**config.mk**
```make
export PLATFORM = sky130hd
export DESIGN_NAME = rmu_regs
export DESIGN_NICKNAME = d
export VERILOG_FILES = /design/src/rtl/rmu_pkg.sv /design/src/rtl/rmu_op_tracker.sv /design/src/rtl/rmu_read_mux.sv /design/src/rtl/rmu_regs.sv
export SDC_FILE = /design/constraint.sdc
export NUM_CORES = 1
export LEC_CHECK = 0
export BUFFER_PORTS_ARGS = -buffer_cell sky130_fd_sc_hd__buf_4
export CAP_MARGIN = 20
export CORE_MARGIN = 5
export CORE_UTILIZATION = 43
export CTS_BUF_LIST = sky130_fd_sc_hd__clkbuf_8
export DETAILED_ROUTE_END_ITERATION = 16
export GPL_ROUTABILITY_DRIVEN = 0
export HOLD_SLACK_MARGIN = 0.15
export PLACE_DENSITY = 0.63
export SLEW_MARGIN = 25
export SYNTH_ARGS = -nofsm -noshare
export SYNTH_HDL_FRONTEND = slang
export SYNTH_SLANG_ARGS = --single-unit
```
**constraint.sdc**
```tcl
create_clock -name clk -period 2.6 [get_ports clk]
set_input_delay 0.13 -clock clk [delete_from_list [all_inputs] [get_ports clk]]
set_output_delay 0.13 -clock clk [all_outputs]
set_load 0.01 [all_outputs]
```
**src/rtl/rmu_pkg.sv**
```systemverilog
package rmu_pkg;

    localparam int unsigned NUM_OPS = 5;
    localparam int unsigned CNT_W   = 16;

    typedef enum int unsigned {
        OP_TE  = 0,
        OP_RTP = 1,
        OP_WBF = 2,
        OP_CC  = 3,
        OP_TLB = 4
    } op_idx_e;

    // byte offsets of the fixed part of the map
    localparam int unsigned OFF_VER     = 'h00;
    localparam int unsigned OFF_CAP_LO  = 'h08;
    localparam int unsigned OFF_CAP_HI  = 'h0C;
    localparam int unsigned OFF_ECAP_LO = 'h10;
    localparam int unsigned OFF_ECAP_HI = 'h14;
    localparam int unsigned OFF_GCMD    = 'h18;
    localparam int unsigned OFF_GSTS    = 'h1C;
    localparam int unsigned OFF_RTA_LO  = 'h20;
    localparam int unsigned OFF_RTA_HI  = 'h24;
    localparam int unsigned OFF_CC_LO   = 'h28;
    localparam int unsigned OFF_CC_HI   = 'h2C;

    // bit positions inside the command and status words
    localparam int unsigned GB_TE  = 31;
    localparam int unsigned GB_RTP = 30;
    localparam int unsigned GB_WBF = 27;

    localparam logic [1:0] TLB_GLOBAL = 2'd1;

    typedef struct packed {
        logic       go;
        logic [1:0] gran;
    } cc_cmd_t;

    typedef struct packed {
        logic       go;
        logic [1:0] gran;
        logic [1:0] drain;
        logic [15:0] dom;
    } tlb_cmd_t;

    function automatic cc_cmd_t cc_unpack(input logic [31:0] w);
        cc_cmd_t c;
        c.go   = w[31];
        c.gran = w[30:29];
        return c;
    endfunction

    function automatic tlb_cmd_t tlb_unpack(input logic [31:0] w);
        tlb_cmd_t t;
        t.go    = w[31];
        t.gran  = w[29:28];
        t.drain = w[17:16];
        t.dom   = w[15:0];
        return t;
    endfunction

    function automatic logic [31:0] tlb_pack(input logic busy, input logic [1:0] gran,
                                             input logic [1:0] drain, input logic [15:0] dom);
        return {busy, 1'b0, gran, 10'd0, drain, dom};
    endfunction

    function automatic logic [31:0] sts_pack(input logic te, input logic rtp, input logic wbf);
        logic [31:0] s;
        s         = '0;
        s[GB_TE]  = te;
        s[GB_RTP] = rtp;
        s[GB_WBF] = wbf;
        return s;
    endfunction

    // domain-count code to number of domains; code 7 allows none
    function automatic int unsigned dom_count(input logic [2:0] code);
        if (code > 3'd6) return 0;
        return 32'd16 << (2 * int'(code));
    endfunction

endpackage

```
**src/rtl/rmu_op_tracker.sv**
```systemverilog
module rmu_op_tracker
    import rmu_pkg::*;
#(
    parameter int unsigned LAT = 4
) (
    input  logic clk,
    input  logic rst,
    input  logic start,
    input  logic ack,
    output logic busy,
    output logic finish
);
    localparam logic [CNT_W-1:0] LAT_C = CNT_W'(LAT);

    logic [CNT_W-1:0] cnt;
    logic             ack_seen;

    assign finish = busy && (cnt == '0) && (ack_seen || ack);

    always_ff @(posedge clk) begin
        if (rst) begin
            busy     <= 1'b0;
            cnt      <= '0;
            ack_seen <= 1'b0;
        end else if (start && !busy) begin
            busy     <= 1'b1;
            cnt      <= LAT_C;
            ack_seen <= 1'b0;
        end else if (finish) begin
            busy     <= 1'b0;
            ack_seen <= 1'b0;
        end else if (busy) begin
            if (cnt != '0) cnt <= cnt - 1'b1;
            if (ack) ack_seen <= 1'b1;
        end
    end
endmodule

```
**src/rtl/rmu_read_mux.sv**
```systemverilog
module rmu_read_mux
    import rmu_pkg::*;
#(
    parameter int unsigned ADDR_W   = 14,
    parameter logic [31:0] VER_VAL  = 32'h10,
    parameter logic [63:0] CAP_VAL  = 64'h0,
    parameter logic [63:0] ECAP_VAL = 64'h0,
    parameter int unsigned TLB_LO_A = 'h108
) (
    input  logic [ADDR_W-1:0]  addr,
    input  logic               xlt_en,
    input  logic               rtps,
    input  logic [NUM_OPS-1:0] busy,
    input  logic [63:0]        rta,
    input  logic [1:0]         cc_gran,
    input  logic [1:0]         tlb_gran,
    input  logic [1:0]         tlb_drain,
    input  logic [15:0]        tlb_dom,
    output logic [31:0]        data
);
    localparam int unsigned TLB_HI_A = TLB_LO_A + 4;

    always_comb begin
        data = '0;
        case (int'(addr))
            OFF_VER:     data = VER_VAL;
            OFF_CAP_LO:  data = CAP_VAL[31:0];
            OFF_CAP_HI:  data = CAP_VAL[63:32];
            OFF_ECAP_LO: data = ECAP_VAL[31:0];
            OFF_ECAP_HI: data = ECAP_VAL[63:32];
            OFF_GSTS:    data = sts_pack(xlt_en, rtps, busy[OP_WBF]);
            OFF_RTA_LO:  data = rta[31:0];
            OFF_RTA_HI:  data = rta[63:32];
            OFF_CC_HI:   data = {busy[OP_CC], cc_gran, 29'd0};
            TLB_HI_A:    data = tlb_pack(busy[OP_TLB], tlb_gran, tlb_drain, tlb_dom);
            default:     data = '0;
        endcase
    end
endmodule

```
**src/rtl/rmu_regs.sv**
```systemverilog
module rmu_regs
    import rmu_pkg::*;
#(
    parameter int unsigned ADDR_W   = 14,
    parameter logic [31:0] VER_VAL  = 32'h0000_0010,
    parameter logic [63:0] CAP_VAL  = 64'h0000_000C_0000_0412,
    parameter logic [63:0] ECAP_VAL = 64'h0000_0000_0000_1001,
    parameter int unsigned LAT_TE   = 4,
    parameter int unsigned LAT_RTP  = 3,
    parameter int unsigned LAT_WBF  = 5,
    parameter int unsigned LAT_CC   = 6,
    parameter int unsigned LAT_TLB  = 8
) (
    input  logic               clk,
    input  logic               rst,
    input  logic               bus_wr,
    input  logic               bus_rd,
    input  logic [ADDR_W-1:0]  bus_addr,
    input  logic [31:0]        bus_wdata,
    output logic [31:0]        bus_rdata,
    output logic [4:0]         op_req,
    input  logic [4:0]         op_done,
    output logic               xlt_en,
    output logic [63:0]        rt_ptr,
    output logic [1:0]         cc_gran,
    output logic [1:0]         tlb_gran,
    output logic [1:0]         tlb_drain,
    output logic [15:0]        tlb_dom
);
    localparam int unsigned IRO      = int'(ECAP_VAL[17:8]);
    localparam int unsigned TLB_LO_A = IRO * 16 + 8;
    localparam int unsigned TLB_HI_A = TLB_LO_A + 4;
    localparam int unsigned DOM_CNT  = dom_count(CAP_VAL[2:0]);
    localparam int unsigned LAT_TAB [NUM_OPS] = '{LAT_TE, LAT_RTP, LAT_WBF, LAT_CC, LAT_TLB};

    logic [NUM_OPS-1:0] start, busy, finish;
    logic               rtps;
    logic [63:0]        rta;
    logic               wr_gcmd, wr_rta_lo, wr_rta_hi, wr_cc, wr_tlb;
    cc_cmd_t            cc_in;
    tlb_cmd_t           tlb_in;
    logic               tlb_dom_ok;
    logic [31:0]        rd_mux;
    logic               unused_bits;

    assign unused_bits = ^{bus_addr[1:0]};

    assign wr_gcmd   = bus_wr && (int'(bus_addr) == OFF_GCMD);
    assign wr_rta_lo = bus_wr && (int'(bus_addr) == OFF_RTA_LO);
    assign wr_rta_hi = bus_wr && (int'(bus_addr) == OFF_RTA_HI);
    assign wr_cc     = bus_wr && (int'(bus_addr) == OFF_CC_HI);
    assign wr_tlb    = bus_wr && (int'(bus_addr) == TLB_HI_A);

    assign cc_in      = cc_unpack(bus_wdata);
    assign tlb_in     = tlb_unpack(bus_wdata);
    assign tlb_dom_ok = (tlb_in.gran == TLB_GLOBAL) || (32'(tlb_in.dom) < DOM_CNT);

    // request acceptance: each path only while idle
    always_comb begin
        start         = '0;
        start[OP_TE]  = wr_gcmd && !busy[OP_TE] && (bus_wdata[GB_TE] != xlt_en);
        start[OP_RTP] = wr_gcmd && !busy[OP_RTP] && bus_wdata[GB_RTP];
        start[OP_WBF] = wr_gcmd && !busy[OP_WBF] && bus_wdata[GB_WBF];
        start[OP_CC]  = wr_cc && !busy[OP_CC] && cc_in.go && (cc_in.gran != 2'd0);
        start[OP_TLB] = wr_tlb && !busy[OP_TLB] && tlb_in.go && (tlb_in.gran != 2'd0)
                        && tlb_dom_ok;
    end

    for (genvar g = 0; g < NUM_OPS; g++) begin : g_trk
        rmu_op_tracker #(.LAT(LAT_TAB[g])) u_trk (
            .clk    (clk),
            .rst    (rst),
            .start  (start[g]),
            .ack    (op_done[g]),
            .busy   (busy[g]),
            .finish (finish[g])
        );
    end

    always_ff @(posedge clk) begin
        if (rst) begin
            op_req    <= '0;
            xlt_en    <= 1'b0;
            rtps      <= 1'b0;
            rta       <= '0;
            rt_ptr    <= '0;
            cc_gran   <= '0;
            tlb_gran  <= '0;
            tlb_drain <= '0;
            tlb_dom   <= '0;
        end else begin
            op_req <= start;
            if (wr_rta_lo) rta[31:0]  <= bus_wdata;
            if (wr_rta_hi) rta[63:32] <= bus_wdata;
            if (finish[OP_TE]) xlt_en <= ~xlt_en;
            if (start[OP_RTP]) begin
                rt_ptr <= rta;
                rtps   <= 1'b0;
            end else if (finish[OP_RTP]) begin
                rtps   <= 1'b1;
            end
            if (start[OP_CC]) cc_gran <= cc_in.gran;
            if (start[OP_TLB]) begin
                tlb_gran  <= tlb_in.gran;
                tlb_drain <= tlb_in.drain;
                tlb_dom   <= tlb_in.dom;
            end
        end
    end

    rmu_read_mux #(
        .ADDR_W   (ADDR_W),
        .VER_VAL  (VER_VAL),
        .CAP_VAL  (CAP_VAL),
        .ECAP_VAL (ECAP_VAL),
        .TLB_LO_A (TLB_LO_A)
    ) u_rd (
        .addr      (bus_addr),
        .xlt_en    (xlt_en),
        .rtps      (rtps),
        .busy      (busy),
        .rta       (rta),
        .cc_gran   (cc_gran),
        .tlb_gran  (tlb_gran),
        .tlb_drain (tlb_drain),
        .tlb_dom   (tlb_dom),
        .data      (rd_mux)
    );

    always_ff @(posedge clk) begin
        if (rst)         bus_rdata <= '0;
        else if (bus_rd) bus_rdata <= rd_mux;
    end
endmodule

```
==> results of run 1 <==
## layout make-up
| class | instances | area [um2] |
|---|---|---|
| sequential | 279 | 5585 |
| fill | 2363 | 11260 |
| multi-input combinational | 900 | 5249 |
| tap | 335 | 419.2 |
| timing repair buffer | 268 | 2197 |
| clock buffer | 61 | 839.6 |
| clock inverter | 30 | 247.7 |
| inverter | 29 | 108.9 |
| antenna | 1 | 2.502 |
## state kept, by name, summed over array words and instances, names as in the netlist
register              flops
bus_rdata                32
tlb_dom                  16
cc_gran                   2
rtps                      1
g_trk.u_trk.busy          5
tlb_drain                 2
rt_ptr                   64
g_trk.u_trk.ack_seen      5
g_trk.u_trk.cnt          80
tlb_gran                  2
op_req                    5
rta                      64
xlt_en                    1
## stage by stage
step / area, um2 / power, uW / std cells
after detailed placement: 13040 / 4617 / 1761
after global routing: 14650 / 9260 / 1903
after CTS: 14620 / 9035 / 1901
after floorplan: 11250 / 4472 / 1279
after global placement: 13040 / 4617 / 1761
final: 14650 / 8953 / 1903
## worst min-delay path: stages
cell     delay [ns]
buf_4          0.11
nor3_1         0.10
nand4_1        0.10
or4b_1         0.18
nor2_1         0.06
## cells by family after synthesis
logic type	Yosys count	synth area share
buf+inv	100	0.03981
compound gates	292	0.1716
fa+ha+maj	9	0.01001
mux	11	0.01001
simple gates	529	0.2262
xor+xnor	59	0.04593
flops	279	0.4964
## metal layers
layer | track usage | routed length [um] | vias up | part of all wire
met2 | 0.3565 | 15910 | 348 | 0.47
met5 | 0 | 0 | - | 0
met3 | 0.06389 | 2842 | 53 | 0.083
li1 | - | - | 5034 | -
met1 | 0.2942 | 14670 | 4854 | 0.43
met4 | 0.07075 | 787 | 0 | 0.023
## how the worst max path moves through the flow
| stage | start | to | slack (ns) | depth (start not counted) |
|---|---|---|---|---|
| floorplan | bus_addr[3] | rt_ptr[12] | 0.65 | 8 |
| global placement | bus_addr[8] | g_trk[3].u_trk.cnt[0] | 0.35 | 6 |
| detailed placement | bus_addr[8] | g_trk[3].u_trk.cnt[6] | 0.28 | 6 |
| CTS | bus_addr[1] | tlb_dom[3] | 0.23 | 10 |
| global route | bus_addr[1] | tlb_dom[0] | 0.04 | 10 |
| finish | bus_addr[1] | tlb_dom[5] | 0.15 | 10 |
## power by group through the flow
stage / Sequential (uW) / Clock, uW / Combinational [uW]
4_1_cts: 4280 / 4450 / 308
5_1_grt: 4270 / 4660 / 330
6_report: 4280 / 4360 / 312
3_5_place_dp: 4370 / 0 / 247
3_3_place_gp: 4370 / 0 / 247
2_1_floorplan: 4370 / 0 / 103
## timing repair
action                                  4_1_cts  5_1_grt
endpoints found under the setup margin        0        1
hold buffers                                 49        0
setup buffers                                 0        1
hold endpoints to repair                    123        0
resized for setup                             0        1
## cell usage in the layout, fill, tap and decap left out, drive strengths merged, types with 4 or more instances in the layout
cell type	instances
a211oi	9
a21oi	111
a221oi	5
a22o	64
a22oi	37
a31oi	5
and2	6
and3	7
buf	219
bufinv	4
clkbuf	61
clkinv	11
dfxtp	279
dlygate4sd3	49
ha	9
inv	42
mux2i	9
nand2	234
nand2b	7
nand3	28
nand3b	5
nand4	16
nor2	105
nor2b	6
nor3	28
nor3b	8
nor4	28
nor4b	8
nor4bb	4
o211ai	6
o21ai	35
o41ai	4
or3	16
or4	9
or4b	5
xnor2	33
xor2	26
==> flow_summary_export.csv, run 1 <==
group,metric,value,unit
timing,hold-worst-slack,0.1822,ns
clock_network,cts.path.max_buffers,3,
synthesis,netlist_top_cells_count,"dfxtp_1 (279), nand2_1 (233), a21oi_1 (111)",
pwr,vdd_drop_max,0.0003365,V
floorplan,design.core.area,0.02591,mm2
outcome,outcome,"finished clean",
timing,fmax,0.4087,GHz
synthesis,synth_nets,1343,
pwr,power-per-cell-area,611.1,mW/mm2
timing,finalWorstSetupSlack,0.1535,ns
timing,setup_violations,0,
grt,antenna_found_initial,1,
grt,overflow,0,
worst_setup_path,cp_cell_sequence,"dlygate4sd3_1 > buf_4 > nor4bb_1 > dlygate4sd3_1 > buf_4 > nand4_1 > or3_1 > buf_4 > nand2_1 > a21oi_1",
cells_and_area,fin_nets,1591,
pwr,p_seq_frac,0.478,
clock_network,cts_buffers,49,
min_path,min_from,"bus_addr[9]",
worst_setup_path,critical_path.top_delay_family,"buffers and inverters",
synthesis,synth_top_cell_by_area,"dfxtp_1",
detailed_routing,wl_per_cell,17.97,um
grt,grt_pass1_vias,9726,
synthesis,synth_edf_count,0,
place,place_hpwl,22.96,mm
detailed_routing,postRouteAntennaNets,0,
worst_setup_path,slowest_stage,"dlygate4sd3_1",
pwr,power_switching,2012,uW
place,port_buffers,178,
timing,worst_slew_pin_slew,1.035,ns
cells_and_area,drive_above_1_share,0.2036,
synthesis,synth_flop_cell,"dfxtp_1",
grt,grtUsageTotal,0.2234,
worst_setup_path,critPathCaptureType,"flip-flop",
cells_and_area,utilization,0.5654,
detailed_routing,via_count,10290,
clock_network,clk_latency,0.58,ns
detailed_routing,routed_wl,34.20,mm
synthesis,synth_most_common_cell,"dfxtp_1",
floorplan,rows,59,
detailed_routing,dr.first_iter.drc_count,823,
timing,finalHoldViolCount,0,
synthesis,syn_inst,1279,
worst_setup_path,worstReg2RegStart,"g_trk[1].u_trk.cnt[0]",
timing,relSlewSlack,0.3103,
worst_setup_path,critPathMaxStageDelay,0.60,ns
worst_setup_path,cp_max_fo,18,
pwr,cellLeakagePower,0.005726,uW
synthesis,ys_seq_elements,279,
worst_setup_path,rrSetupSlack,0.35,ns
min_path,hold_path.class,"input port to flip-flop",
worst_setup_path,rr_worst_depth,7,
timing,setup_tns,0,ns
clock_network,clock-root-buffer,"clkbuf_8",
timing,rsz0062_at_grt,"false",
synthesis,synthArstFlopShare,0,
timing,post-route-period-util,0.9410,
timing,drv_slew,0,
synthesis,yosysWarningCount,0,
clock_network,cts_tree,"done",
worst_setup_path,path_buf_inv,5,
synthesis,ys_top_cells_by_area,"dfxtp_1 (50%), nand2_1 (7.8%), a22o_1 (5.0%)",
place,post-place-ws,0.2786,ns
min_path,hold_end,"op_req[2]",
worst_setup_path,critPathKind,"input port to flip-flop",
floorplan,die_w,171.8,um
detailed_routing,via_per_inst,5.407,
worst_setup_path,critPathMostFrequentCell,"buf_4",
floorplan,io_pins,179,
worst_setup_path,r2r-end,"g_trk[1].u_trk.cnt[1]",
cells_and_area,syn_to_final_growth,30.20,%
grt,grt_pass1_wl,52.83,mm
detailed_routing,drt_drc_violations_left,0,
synthesis,syn_avg_cell_area,8.797,um2
timing,finalCriticalPeriod,2.447,ns
timing,fin_skew,0.02964,ns
clock_network,clk_pin_slew,0.06,ns
synthesis,synth_cell_types,62,
clock_network,cts_sinks,279,
pwr,power.share.switching,0.2248,
floorplan,start_util,0.4342,
min_path,hold_depth,5,
worst_setup_path,crit_required,3.00,ns
floorplan,dieHeight,171.8,um
pwr,combPwrFrac,0.035,
detailed_routing,firstDrtPassIters,7,
synthesis,synth_top_cell_area_share,0.4964,
worst_setup_path,start_kind,"input port",
run,max_cap_violations,0,
pwr,power.internal,6940,uW
floorplan,dieArea,0.02950,mm2
synthesis,syn_area,0.01125,mm2
worst_setup_path,arrival,2.85,ns
synthesis,yosysSeqAreaShare,0.4964,
grt,grt_start_max_net_pins,91,
clock_network,htreeDepth,2,
pwr,clkPwrFrac,0.488,
No activity file was read; power rests on OpenSTA's default activity.
==> run 2: changes to the inputs <==
CORE_UTILIZATION = 59   (was 43)
PLACE_DENSITY = 0.83   (was 0.63)
==> flow_summary_export.csv, run 2 (synthesis results as in run 1) <==
group,metric,value,unit
min_path,hold_depth,4,
detailed_routing,route.met2.wl,15.03,mm
timing,finalCriticalPeriod,2.597,ns
clock_network,cts_tree,"done",
floorplan,rows,50,
detailed_routing,routed_wl,33.38,mm
clock_network,cts_sinks,279,
run,max_cap_violations,0,
floorplan,start_util,0.5995,
grt,antenna_found_initial,0,
min_path,hold_end,"bus_rdata[1]",
worst_setup_path,rrSetupSlack,0.22,ns
timing,post-route-period-util,0.9989,
timing,relSlewSlack,0.3939,
clock_network,htreeDepth,2,
place,place_hpwl,21.65,mm
cells_and_area,reg_top3,"g_trk.u_trk.cnt x80, rt_ptr x64, rta x64",
pwr,vdd_drop_max,0.0004482,V
clock_network,cts.path.max_buffers,3,
clock_network,postCtsSetupBuffers,0,
cells_and_area,diodes,0,
detailed_routing,drt_drc_violations_left,0,
min_path,min_from,"bus_addr[8]",
clock_network,clk_latency,0.56,ns
worst_setup_path,path_buf_inv,5,
detailed_routing,postRouteAntennaNets,0,
detailed_routing,wl_per_cell,18.73,um
timing,setup_violations,0,
cells_and_area,largest_register,"g_trk.u_trk.cnt",
cells_and_area,largest_reg_flops,80,
min_path,hold_path.class,"input port to flip-flop",
worst_setup_path,crit_required,3.02,ns
detailed_routing,via_per_inst,5.981,
detailed_routing,via_count,10660,
pwr,cellLeakagePower,0.005625,uW
timing,finalHoldViolCount,0,
clock_network,cts_buffers,45,
worst_setup_path,r2r-end,"tlb_dom[5]",
cells_and_area,syn_to_final_growth,26.90,%
timing,worst_slew_pin_slew,0.9092,ns
timing,rsz0062_at_grt,"false",
grt,grt_start_max_net_pins,83,
detailed_routing,routed.top_layer,"met4",
timing,fmax,0.3851,GHz
outcome,outcome,"finished clean",
pwr,power-per-cell-area,587.8,mW/mm2
timing,drv_slew,0,
grt,grt_pass1_wl,52.87,mm
floorplan,die_w,148.1,um
grt,grtUsageTotal,0.2943,
detailed_routing,wl_met1,13.73,mm
worst_setup_path,critPathKind,"input port to flip-flop",
detailed_routing,firstDrtPassIters,7,
floorplan,io_pins,179,
clock_network,clock-root-buffer,"clkbuf_8",
worst_setup_path,worstReg2RegStart,"g_trk[4].u_trk.busy",
worst_setup_path,arrival,3.02,ns
cells_and_area,fin_nets,1581,
place,port_buffers,178,
worst_setup_path,critical_path.top_delay_family,"buffers and inverters",
worst_setup_path,rr_worst_depth,7,
cells_and_area,drive_above_1_share,0.1944,
timing,setup_tns,0,ns
worst_setup_path,cp_cell_sequence,"dlygate4sd3_1 > buf_4 > nor4_1 > buf_4 > a31oi_1 > or3_1 > buf_4 > nand2_1 > a21oi_1 > dlygate4sd3_1",
cells_and_area,mostFrequentLayoutCell,"dfxtp_1",
place,post-place-ws,0.2989,ns
grt,grt_pass1_vias,10270,
cells_and_area,final_cell_mix,"dfxtp_1 (279), nand2_1 (233), buf_4 (213)",
worst_setup_path,start_kind,"input port",
timing,fin_skew,0.02482,ns
worst_setup_path,critPathCaptureType,"flip-flop",
floorplan,dieHeight,148.1,um
timing,finalWorstSetupSlack,0.002983,ns
worst_setup_path,critPathMaxStageDelay,0.57,ns
floorplan,dieArea,0.02193,mm2
detailed_routing,dr.first_iter.drc_count,945,
worst_setup_path,critPathMostFrequentCell,"buf_4",
floorplan,design.core.area,0.01877,mm2
grt,overflow,0,
detailed_routing,met3_length,3.036,mm
clock_network,clk_pin_slew,0.06,ns
worst_setup_path,cp_max_fo,15,
worst_setup_path,slowest_stage,"dlygate4sd3_1",
## run 2: how the worst max path moves through the flow
| stage | from | to | slack, ns | cells past startpoint |
|---|---|---|---|---|
| floorplan | bus_addr[3] | rt_ptr[12] | 0.65 | 8 |
| global placement | bus_addr[5] | rt_ptr[19] | 0.36 | 7 |
| detailed placement | bus_addr[1] | rt_ptr[48] | 0.30 | 7 |
| CTS | bus_wdata[11] | tlb_dom[3] | 0.06 | 10 |
| global route | bus_wdata[11] | tlb_dom[3] | 0.03 | 10 |
| finish | bus_wdata[11] | tlb_dom[5] | 0.003 | 10 |
## run 2: layout make-up
cell class                      instances  area [um2]
Clock buffer                           56       770.7
Clock inverter                         22       142.6
Timing Repair Buffer                  262        2121
Multi-Input combinational cell        900        5256
Tap cell                              234       292.8
Inverter                               29       108.9
Fill cell                            1326        4491
Sequential cell                       279        5585
## run 2: worst reg2reg max path, stage by stage, from the launching register on
cell and delay (ns):
dfxtp_1 0.32, buf_4 0.17, or2_2 0.32, or3_1 0.46
buf_4 0.26, nand2_1 0.10, a21oi_1 0.06, dlygate4sd3_1 0.57
## run 2: per-layer routing
metal	vias to the layer above	global-route usage
li1	4990	-
met1	5044	0.3790
met2	511	0.4622
met3	113	0.07434
met4	0	0.1469
met5	-	0
## run 2: through the flow
step	instances	instance area, um2	hold slack [ns]	power (uW)	utilization
2_1_floorplan	1279	11250	0.2705	4472	-
5_1_grt	1782	14280	0.2182	8662	0.7607
6_report	1782	14280	0.1819	8392	0.7607
3_5_place_dp	1659	12900	0.4003	4611	0.6872
3_3_place_gp	1659	12900	0.3886	4609	0.6872
4_1_cts	1782	14260	0.1504	8427	0.7599
## run 2: power breakdown
part	switching [uW]	leakage [uW]	internal (uW)
Combinational	176	0.00285	128
Clock	1690	0.000528	2130
Sequential	0.0362	0.00225	4280
Total	1860	0.00562	6530
## run 2: timing repair
action / CTS / global route
resized for setup: 0 / 3
endpoints found under the setup margin: 0 / 4
hold endpoints to repair: 113 / 0
hold buffers: 45 / 0
==> run 3: changes to the inputs <==
CORE_UTILIZATION = 40   (was 59)
PLACE_DENSITY = 0.6   (was 0.83)
==> flow_summary_export.csv, run 3 (synthesis results as in run 1) <==
group,metric,value,unit
clock_network,cts_tree,"done",
timing,setup_violations,0,
floorplan,rows,61,
clock_network,clk_pin_slew,0.07,ns
worst_setup_path,critPathCaptureType,"flip-flop",
place,place_hpwl,23.34,mm
pwr,power-per-cell-area,594.1,mW/mm2
timing,post-route-period-util,0.9431,
worst_setup_path,slowest_stage,"dlygate4sd3_1",
floorplan,io_pins,179,
timing,worst_slew_pin_slew,0.7932,ns
cells_and_area,largest_register,"g_trk.u_trk.cnt",
min_path,hold_end,"bus_rdata[10]",
timing,finalCriticalPeriod,2.452,ns
worst_setup_path,arrival,2.88,ns
floorplan,dieArea,0.03158,mm2
floorplan,die_w,177.7,um
clock_network,cts.path.max_buffers,3,
detailed_routing,dr.first_iter.drc_count,715,
cells_and_area,largest_reg_flops,80,
timing,relSlewSlack,0.4712,
worst_setup_path,cp_max_fo,15,
worst_setup_path,crit_required,3.03,ns
detailed_routing,wl_per_cell,17.90,um
worst_setup_path,critPathMaxStageDelay,0.59,ns
detailed_routing,routed_wl,34.67,mm
clock_network,clk_latency,0.59,ns
floorplan,dieHeight,177.7,um
detailed_routing,firstDrtPassIters,7,
min_path,hold_depth,6,
grt,antenna_found_initial,2,
grt,grt_pass1_wl,53.59,mm
timing,drv_slew,0,
detailed_routing,postRouteAntennaNets,0,
detailed_routing,via_per_inst,5.298,
clock_network,cts_buffers,48,
cells_and_area,drive_above_1_share,0.2022,
min_path,hold_path.class,"input port to flip-flop",
worst_setup_path,worstReg2RegStart,"g_trk[1].u_trk.cnt[0]",
worst_setup_path,r2r-end,"g_trk[1].u_trk.cnt[4]",
min_path,min_from,"bus_addr[10]",
worst_setup_path,cp-startpoint,"bus_addr[8]",
worst_setup_path,start_kind,"input port",
cells_and_area,syn_to_final_growth,29.95,%
cells_and_area,multi_input_area,0.005249,mm2
cells_and_area,mostFrequentLayoutCell,"dfxtp_1",
timing,finalHoldViolCount,0,
grt,grt_start_max_net_pins,69,
clock_network,cts_sinks,279,
clock_network,htreeDepth,2,
cells_and_area,fill_cells,2643,
run,max_cap_violations,0,
detailed_routing,via_count,10260,
clock_network,clock-root-buffer,"clkbuf_8",
outcome,outcome,"finished clean",
cells_and_area,final_cell_mix,"dfxtp_1 (279), nand2_1 (233), buf_4 (216)",
grt,grtUsageTotal,0.2119,
timing,hold-worst-slack,0.2083,ns
timing,setup_tns,0,ns
cells_and_area,reg_top3,"g_trk.u_trk.cnt x80, rt_ptr x64, rta x64",
floorplan,start_util,0.4050,
timing,fin_skew,0.04576,ns
timing,fmax,0.4078,GHz
worst_setup_path,critPathKind,"input port to flip-flop",
pwr,cellLeakagePower,0.005669,uW
pwr,vdd_drop_max,0.0003575,V
grt,overflow,0,
cells_and_area,fin_nets,1590,
worst_setup_path,rr_worst_depth,7,
detailed_routing,drt_drc_violations_left,0,
place,port_buffers,178,
worst_setup_path,rrSetupSlack,0.44,ns
grt,grt_pass1_vias,9953,
worst_setup_path,cp_cell_sequence,"dlygate4sd3_1 > buf_4 > nor3_2 > dlygate4sd3_1 > nand4_1 > or4b_1 > nand2_1 > buf_4 > nor2_1",
floorplan,design.core.area,0.02778,mm2
timing,rsz0062_at_grt,"false",
cells_and_area,layout.area.seq,0.005585,mm2
run 3: changes by cell type in the layout (fill, tap and decap cells not counted), moves of 2 or more:
| cell | before | now |
|---|---|---|
| nor4_1 | 23 | 25 |
| clkbuf_8 | 56 | 65 |
| buf_12 | 3 | 5 |
| buf_4 | 213 | 216 |
| inv_1 | 44 | 37 |
| dlygate4sd3_1 | 45 | 47 |
| nor4_2 | 3 | 1 |
run 3: critical path, delay by kind of cell:
family	cells	cell delay, ns
buffers and inverters	4	1.58
and+or+nand+nor	5	1.15
run 3: routing by layer:
layer  track usage  up-vias  share of wire
met5             0        -        0.00058
met3       0.05667       71          0.079
met1        0.2771     4856           0.43
met2        0.3394      324           0.46
met4       0.07380        2          0.028
li1              -     5010              -
run 3: where the power goes:
group	switching (uW)	internal [uW]
sequential	0.0339	4280
combinational	178	131
clock	1780	2320
total	1960	6730
run 3: per-stage QoR:
step | instances | worst slack, ns | total power (uW) | utilization | cell area, um2
detailed placement | 1807 | 0.3030 | 4614 | 0.4727 | 13130
floorplan | 1279 | 0.6483 | 4472 | - | 11250
global route | 1937 | 0.06501 | 9000 | 0.5263 | 14620
finish | 1937 | 0.1479 | 8686 | 0.5263 | 14620
CTS | 1936 | 0.09141 | 8779 | 0.5260 | 14610
global placement | 1807 | 0.3548 | 4612 | 0.4727 | 13130
run 3: repair_timing:
| item | CTS | global route |
|---|---|---|
| hold endpoints to repair | 116 | 0 |
| hold buffers | 47 | 0 |
| gates resized for setup | 0 | 1 |
| setup endpoints to repair | 0 | 15 |
| setup buffers | 0 | 0 |
run 3: how the worst max path moves through the flow:
stage | endpoint | slack, ns | depth (start not counted)
2_1_floorplan | rt_ptr[12] | 0.65 | 8
3_3_place_gp | rt_ptr[46] | 0.35 | 7
3_5_place_dp | rt_ptr[50] | 0.30 | 7
4_1_cts | g_trk[2].u_trk.cnt[15] | 0.09 | 9
5_1_grt | g_trk[2].u_trk.cnt[15] | 0.07 | 9
6_report | g_trk[2].u_trk.cnt[15] | 0.15 | 9
run 3: layout make-up:
type                       count  share of cell area
antenna                        1           0.0001712
clock buffer                  65             0.06119
clock inverter                17            0.007873
inverter                      29            0.007445
multi-input combinational    900              0.3590
sequential                   279              0.3820
tap                          378             0.03235
timing repair buffer         268              0.1499
